File: config.mk
export PLATFORM = sky130hd
export DESIGN_NAME = irq_gather_apb
export DESIGN_NICKNAME = d
export VERILOG_FILES = /design/src/rtl/irqg_pkg.sv /design/src/rtl/irqg_ctrl.sv /design/src/rtl/irqg_dpath.sv /design/src/rtl/irq_gather_apb.sv
export SDC_FILE = /design/constraint.sdc
export NUM_CORES = 1
export LEC_CHECK = 0
export BUFFER_PORTS_ARGS = -buffer_cell sky130_fd_sc_hd__buf_2
export CAP_MARGIN = 20
export CORE_ASPECT_RATIO = 1.4
export CORE_MARGIN = 2
export CORE_UTILIZATION = 46
export DETAILED_ROUTE_END_ITERATION = 8
export MAX_ROUTING_LAYER = met4
export PLACE_DENSITY = 0.74
export SYNTH_ARGS = -nofsm -noshare
export SYNTH_HDL_FRONTEND = slang
export SYNTH_SLANG_ARGS = --single-unit
File: constraint.sdc
create_clock -name clk -period 6 [get_ports clk]
set_clock_uncertainty 0.05 [all_clocks]
set_input_delay 0.6 -clock clk [delete_from_list [all_inputs] [get_ports clk]]
set_output_delay 0.6 -clock clk [all_outputs]
set_load 0.01 [all_outputs]
File: src/rtl/irqg_pkg.sv
package irqg_pkg;
  localparam int WORD_W = 32;
  localparam int MAX_SRC = 64;

  typedef enum logic [2:0] {
    RD_NONE,
    RD_EN_LO,
    RD_EN_HI,
    RD_MSK_LO,
    RD_MSK_HI,
    RD_ST_LO,
    RD_ST_HI
  } rdSel_e;

  typedef struct packed {
    logic [1:0] wrEn;    // per half: write enable word
    logic [1:0] wrMsk;   // per half: write mask word
    rdSel_e     rdSel;   // readback source for prdata
  } ctrlStrb_t;
endpackage

File: src/rtl/irqg_ctrl.sv
module irqg_ctrl
  import irqg_pkg::*;
#(
  parameter int ADDR_W = 12
) (
  input  logic              psel,
  input  logic              penable,
  input  logic              pwrite,
  input  logic [ADDR_W-1:0] paddr,
  output ctrlStrb_t         strb
);
  localparam int WA_W = ADDR_W - 2;
  localparam logic [WA_W-1:0] OFF_EN_LO  = WA_W'(8'h00 >> 2);
  localparam logic [WA_W-1:0] OFF_EN_HI  = WA_W'(8'h04 >> 2);
  localparam logic [WA_W-1:0] OFF_MSK_LO = WA_W'(8'h08 >> 2);
  localparam logic [WA_W-1:0] OFF_MSK_HI = WA_W'(8'h0C >> 2);
  localparam logic [WA_W-1:0] OFF_ST_LO  = WA_W'(8'h30 >> 2);
  localparam logic [WA_W-1:0] OFF_ST_HI  = WA_W'(8'h34 >> 2);

  logic [WA_W-1:0] wordAddr;
  logic            wrAccess;
  logic            rdAccess;

  assign wordAddr = paddr[ADDR_W-1:2];
  assign wrAccess = psel & penable & pwrite;
  assign rdAccess = psel & penable & ~pwrite;

  always_comb begin
    strb       = '0;
    strb.rdSel = RD_NONE;
    if (wrAccess) begin
      unique case (wordAddr)
        OFF_EN_LO:  strb.wrEn[0]  = 1'b1;
        OFF_EN_HI:  strb.wrEn[1]  = 1'b1;
        OFF_MSK_LO: strb.wrMsk[0] = 1'b1;
        OFF_MSK_HI: strb.wrMsk[1] = 1'b1;
        default: ;
      endcase
    end
    if (rdAccess) begin
      unique case (wordAddr)
        OFF_EN_LO:  strb.rdSel = RD_EN_LO;
        OFF_EN_HI:  strb.rdSel = RD_EN_HI;
        OFF_MSK_LO: strb.rdSel = RD_MSK_LO;
        OFF_MSK_HI: strb.rdSel = RD_MSK_HI;
        OFF_ST_LO:  strb.rdSel = RD_ST_LO;
        OFF_ST_HI:  strb.rdSel = RD_ST_HI;
        default:    strb.rdSel = RD_NONE;
      endcase
    end
  end
endmodule

File: src/rtl/irqg_dpath.sv
module irqg_dpath
  import irqg_pkg::*;
#(
  parameter int NUM_SRC = 40
) (
  input  logic               clk,
  input  logic               rstN,
  input  ctrlStrb_t          strb,
  input  logic [WORD_W-1:0]  pwdata,
  input  logic [NUM_SRC-1:0] srcIn,
  output logic [WORD_W-1:0]  prdata,
  output logic               irqOut
);
  localparam int HALVES = MAX_SRC / WORD_W;

  logic [MAX_SRC-1:0] enVec;
  logic [MAX_SRC-1:0] mskVec;
  logic [MAX_SRC-1:0] srcPad;
  logic [MAX_SRC-1:0] finalStat;
  logic               anyPend;

  always_comb begin
    srcPad = '0;
    srcPad[NUM_SRC-1:0] = srcIn;
  end

  // Flops exist only for implemented sources; the rest are constant zero.
  for (genvar i = 0; i < MAX_SRC; i++) begin : g_bit
    localparam int HALF = i / WORD_W;
    localparam int POS  = i % WORD_W;
    if (i < NUM_SRC) begin : g_impl
      always_ff @(posedge clk or negedge rstN) begin
        if (!rstN) begin
          enVec[i]  <= 1'b0;
          mskVec[i] <= 1'b0;
        end else begin
          if (strb.wrEn[HALF])  enVec[i]  <= pwdata[POS];
          if (strb.wrMsk[HALF]) mskVec[i] <= pwdata[POS];
        end
      end
    end else begin : g_absent
      assign enVec[i]  = 1'b0;
      assign mskVec[i] = 1'b0;
    end
  end

  assign finalStat = srcPad & enVec & ~mskVec;
  assign anyPend   = |finalStat;

  always_ff @(posedge clk or negedge rstN) begin
    if (!rstN) irqOut <= 1'b0;
    else       irqOut <= anyPend;
  end

  logic [WORD_W-1:0] enW   [HALVES];
  logic [WORD_W-1:0] mskW  [HALVES];
  logic [WORD_W-1:0] statW [HALVES];

  for (genvar h = 0; h < HALVES; h++) begin : g_half
    assign enW[h]   = enVec[h*WORD_W +: WORD_W];
    assign mskW[h]  = mskVec[h*WORD_W +: WORD_W];
    assign statW[h] = finalStat[h*WORD_W +: WORD_W];
  end

  always_comb begin
    unique case (strb.rdSel)
      RD_EN_LO:  prdata = enW[0];
      RD_EN_HI:  prdata = enW[1];
      RD_MSK_LO: prdata = mskW[0];
      RD_MSK_HI: prdata = mskW[1];
      RD_ST_LO:  prdata = statW[0];
      RD_ST_HI:  prdata = statW[1];
      default:   prdata = '0;
    endcase
  end
endmodule

File: src/rtl/irq_gather_apb.sv
module irq_gather_apb
  import irqg_pkg::*;
#(
  parameter int NUM_SRC = 40,
  parameter int ADDR_W  = 12
) (
  input  logic               clk,
  input  logic               rstN,
  input  logic               psel,
  input  logic               penable,
  input  logic               pwrite,
  input  logic [ADDR_W-1:0]  paddr,
  input  logic [31:0]        pwdata,
  output logic [31:0]        prdata,
  output logic               pready,
  output logic               pslverr,
  input  logic [NUM_SRC-1:0] srcIn,
  output logic               irqOut
);
  ctrlStrb_t strb;

  irqg_ctrl #(.ADDR_W(ADDR_W)) ctrl_i (
    .psel    (psel),
    .penable (penable),
    .pwrite  (pwrite),
    .paddr   (paddr),
    .strb    (strb)
  );

  irqg_dpath #(.NUM_SRC(NUM_SRC)) dpath_i (
    .clk    (clk),
    .rstN   (rstN),
    .strb   (strb),
    .pwdata (pwdata),
    .srcIn  (srcIn),
    .prdata (prdata),
    .irqOut (irqOut)
  );

  assign pready  = 1'b1;
  assign pslverr = 1'b0;
endmodule

Word-level counts from Yosys, hierarchy flattened
Cells that the tools add are included.
W data, S select, Z words.
{"block": "totals", "regBits": 81, "input_bits": 89, "out_inout_bits": 35}
{"block": "op_classes", "eq_ne": 11, "mux": 8, "bitwise": 7, "reduce_logical": 2}
{"cell": "$pmux W32 S6", "n": 1}
{"cell": "$and A64 B64 Y64", "n": 1}
{"cell": "$not A40 Y64", "n": 1}
{"cell": "$reduce_or A64 Y1", "n": 1}
{"cell": "$and A40 B40 Y40", "n": 1}
{"cell": "$eq A10 B2 Y1 const B", "n": 2}
{"cell": "$eq A10 B4 Y1 const B", "n": 2}
{"cell": "$pmux W3 S6", "n": 1}
{"cell": "$eq A10 B1 Y1 const B", "n": 1}
{"cell": "$logic_not A10 Y1", "n": 1}
{"cell": "$eq A3 B3 Y1 const B", "n": 3}
{"cell": "$eq A3 B2 Y1 const B", "n": 2}
{"cell": "$mux W1", "n": 4}
{"cell": "$mux W4", "n": 1}
{"cell": "$and A1 B1 Y1", "n": 3}
{"cell": "$eq A3 B1 Y1 const B", "n": 1}
{"cell": "$mux W3", "n": 1}
{"cell": "$not A1 Y1", "n": 1}

Logic depth before layout (Yosys ltp)
{"block": "logic_depth", "depth_word": 5, "mapped_depth": 7, "mapped_depth_nobuf": 5}

By module
A second synthesis with hierarchy kept.
{"block": "hier_totals", "cells_unflattened": 414, "hier_area_um2": 4599.4}
{"module": "irqg_dpath", "instances": 1, "cells_per_inst": 391, "area_per_inst_um2": 4424.2, "seq_area_each_um2": 2026.9}
{"module": "irqg_ctrl", "instances": 1, "cells_per_inst": 19, "area_per_inst_um2": 152.6, "seq_area_each_um2": 0.0}
{"module": "irq_gather_apb", "instances": 1, "cells_per_inst": 4, "area_per_inst_um2": 22.5, "seq_area_each_um2": 0.0}

Worst setup path after synthesis
Ideal clock, no wire load.
{"block": "synth_timing", "path_kind": "input-to-output", "from": "input paddr[7]", "to": "output prdata[19]", "t_arrival_ns": 2.301, "t_required_ns": 5.350, "setup_slack_ns": 3.049, "cell_stages": 7, "path_cell_list": "or4_4 -> or3_1 -> clkbuf_2 -> or2_4 -> buf_6 -> o21ai_2 -> a22o_1"}
{"block": "synth_between", "elab_chain_cells": 5, "word_cells_on_any_way": 15}
{"item": "start: declaration", "line_no": "irq_gather_apb.sv:12", "text": "input logic [ADDR_W-1:0] paddr,"}
{"item": "$eq A10 B4 Y1 (tied with other cells)", "line_no": "irqg_ctrl.sv:41", "text": "unique case (wordAddr)"}
{"item": "$pmux W3 S6 *", "line_no": "irqg_ctrl.sv:41"}
{"item": "$mux W3 *", "line_no": "irqg_ctrl.sv:40", "text": "if (rdAccess) begin"}
{"item": "$eq A3 B3 Y1 (tied with other cells)", "line_no": "irqg_dpath.sv:66", "text": "unique case (strb.rdSel)"}
{"item": "$pmux W32 S6 *", "line_no": "irqg_dpath.sv:66"}
{"item": "end: declaration", "line_no": "irq_gather_apb.sv:14", "text": "output logic [31:0] prdata,"}
Mark *: on every way between the ends. The rest lies on a longest branch, timed or not.

Worst setup path after layout
{"block": "layout_timing", "from": "input paddr[7]", "to": "output prdata[23]"}
The elaborated chain is that of the path after synthesis.

==> flow_metrics.tcl <==
set metrics [dict create \
    yosysSeqAreaShare_pct 44.96 \
    start_util_pct 47.40 \
    drive_gt1_share_pct 44.28 \
    synth_seq_cells 81 \
    path_class "primary input to primary output" \
    cts_hold_buffers 0 \
    cts_tree "yes" \
    diodes 0 \
    dp.cells 647 \
    cts_root_buf "clkbuf_16" \
    synth.distinct_cells 51 \
    rows 42 \
    die_area_sq_um 10620 \
    worstSetupStartpointType "primary input" \
    yosys_warnings 0 \
    die_x_um 87.67 \
    numCtsBuffers 9 \
    cp_slowest_cell "or4_4" \
    syn_avg_cell_area_sq_um 10.86 \
    cp.arrival_ns 2.97 \
    grt_pass1_vias 3975 \
    coreArea_sq_um 9512 \
    setup_tns_ns 0 \
    leakage_uw 0.002756 \
    worst-path-max-fanout 11 \
    final_antenna_net_count 0 \
    end_kind "primary output" \
    area_growth_pct 22.93 \
    fin_crit_sh_pct 60.33 \
    cp_data_required_time_ns 5.35 \
    wire_per_inst_um 18.62 \
    crit_chain "buf_2 > or4_4 > nor3_1 > buf_2 > and3_1 > o21ai_0 > a32o_1 > buf_2" \
    synthCells 415 \
    grt_setup_unrepaired "false" \
    port-buffer-count 119 \
    antenna_found_initial 0 \
    clock_sinks 81 \
    max_slew.worst_pin.slew_ns 1.099 \
    place_congestion 0.9787 \
    fin_cells 665 \
    cts_buffer_depth 2 \
    grt_usage_pct 24.77 \
    routed_wl_um 12380 \
    dr.pass1.iters 4 \
    design_area_sq_um 5542 \
    nNetsFinal 617 \
    synth_top_cell_area_share_pct 44.96 \
    synthesis.nets 504 \
    grt_pass1_wl_um 19440 \
    cts_max_level 3 \
    fmax_mhz 276.2 \
    postPlaceCellArea_sq_um 5196 \
    fill_cells 842 \
    synth_edf_count 0 \
    drt_iter0_drc 213 \
    vdd_ir_drop_max_mv 0.1624 \
    die-height_um 121.1 \
    insertion_delay_ns 0.34 \
    pin_count 124 \
    viasPerCell 5.738 \
    cts_resized 0 \
    clk_pin_slew_worst_paths_ns 0.05 \
    status "completed" \
    via_count 3816 \
    final_hold_viol_count 0 \
    synth-main-ff-cell "dfrtp_1" \
    dp_hpwl_um 8734 \
    synthArstFlopShare_pct 100.0 \
    netlist_area_sq_um 4508 \
    hp-class "primary input to async pin" \
    post_cts_buffers 0 \
    final_cell_mix "buf_2, dfrtp_1, mux2_2, inv_1" \
    max_stage_delay_ns 0.55 \
    overflow 0 \
    period_minus_slack_ns 3.620 \
    p_per_area_nw_per_um2 217.8 \
    setup_viol 0 \
    synth_area_leaders "dfrtp_1, mux2_2, nand3b_1" \
    cp_common_cell "buf_2" \
    cap_violations 0 \
    layout_commonest_cell "buf_2" \
    grt_max_degree 82 \
    synth_area_leader_cell "dfrtp_1" \
    report.final.slew_viol_count 0 \
    drc 0 \
    hold_ws_ns 0.04012 \
    max-slew-margin-rel_pct 26.58 \
]
[cells by family (layout without fill, tap and decap cells)]
| logic type | after synthesis | after routing | synth area share [%] |
|---|---|---|---|
| simple gates | 102 | 102 | 13.38 |
| other cells | 2 | 2 | 0.1666 |
| xor+xnor | 1 | 1 | 0.1943 |
| flops | 81 | 81 | 44.96 |
| mux | 90 | 90 | 22.20 |
| compound gates | 90 | 90 | 14.46 |
| buf+inv | 49 | 167 | 4.635 |
[state kept, by name (all words and copies together) (netlist names)]
register and flops:
dpath_i.enVec 40, dpath_i.mskVec 40, dpath_i.irqOut 1
[cell usage after synthesis (2+ instances only)]
| master | number |
|---|---|
| nand4_1 | 7 |
| o32a_1 | 2 |
| nor3_1 | 3 |
| o21ai_0 | 20 |
| a22oi_1 | 3 |
| nand3b_1 | 20 |
| buf_1 | 2 |
| nand3_1 | 6 |
| a22o_2 | 8 |
| nor2_1 | 12 |
| and3_1 | 5 |
| o22ai_1 | 8 |
| a21oi_1 | 6 |
| o211ai_1 | 3 |
| and4_1 | 2 |
| inv_1 | 27 |
| nand2_1 | 17 |
| a32o_1 | 10 |
| o221ai_1 | 4 |
| conb_1 | 2 |
| nand2b_1 | 15 |
| nor4_1 | 4 |
| o21ai_1 | 8 |
| dfrtp_1 | 81 |
| o2111ai_1 | 3 |
| a31oi_1 | 3 |
| clkbuf_1 | 9 |
| mux2_2 | 80 |
| a22o_1 | 6 |
| buf_4 | 2 |
| buf_2 | 7 |
| mux2i_1 | 10 |
| or2_2 | 2 |
[metrics by stage]
| stage | util, % | setup slack, ns | power [uW] |
|---|---|---|---|
| 2_1_floorplan | - | 3.049 | 586.3 |
| 4_1_cts | 57.92 | 1.722 | 1214 |
| 5_1_grt | 58.26 | 2.214 | 1252 |
| 3_5_place_dp | 54.63 | 1.737 | 637.3 |
| 6_report | 58.26 | 2.380 | 1207 |
| 3_3_place_gp | 54.63 | 1.799 | 634.6 |
[worst max-delay path: cells and delay by family]
| kind | cells | cell delay, ns |
|---|---|---|
| buf+inv | 3 | 0.51 |
| simple gates | 3 | 1.34 |
| compound gates | 2 | 0.50 |
[where the power goes]
group	switching [uW]	total [uW]	internal (uW)	leakage [uW]
Sequential	2.30	552	549	0.00113
Clock	213	577	364	0.000146
Combinational	45.7	78.5	32.8	0.00148
[final cells by class]
cell class,instances,area [sq um],share of cell area [%]
multi-input cells,285,2282,41.18
clock buffers,11,232.7,4.200
well taps,132,165.2,2.980
repair buffers,124,653.1,11.79
flip-flops and latches,81,2027,36.58
clock inverters,5,80.08,1.445
inverters,27,101.3,1.829
[worst paths after layout]
kind	startpoint	end	slack (ns)	cells after the start
setup reg to reg	dpath_i.mskVec[32]	dpath_i.irqOut	4.42	5
hold reg to reg	dpath_i.mskVec[7]	dpath_i.mskVec[7]	0.46	1
min in group clk	pwdata[14]	dpath_i.enVec[14]	0.45	2
hold / removal	rstN	dpath_i.enVec[5]	0.04	1
max in group asynchronous	rstN	dpath_i.enVec[17]	5.27	2
setup / recovery	paddr[7]	prdata[23]	2.38	8
[layer usage]
| metal | track usage, % | vias up | wire length (um) |
|---|---|---|---|
| met5 | - | - | 0 |
| met4 | 8.558 | 0 | 313 |
| met3 | 5.374 | 22 | 875 |
| met2 | 42.19 | 172 | 6383 |
| met1 | 28.57 | 1851 | 4810 |
| li1 | - | 1771 | - |
Note: power is estimated with default switching activity, not from simulation.
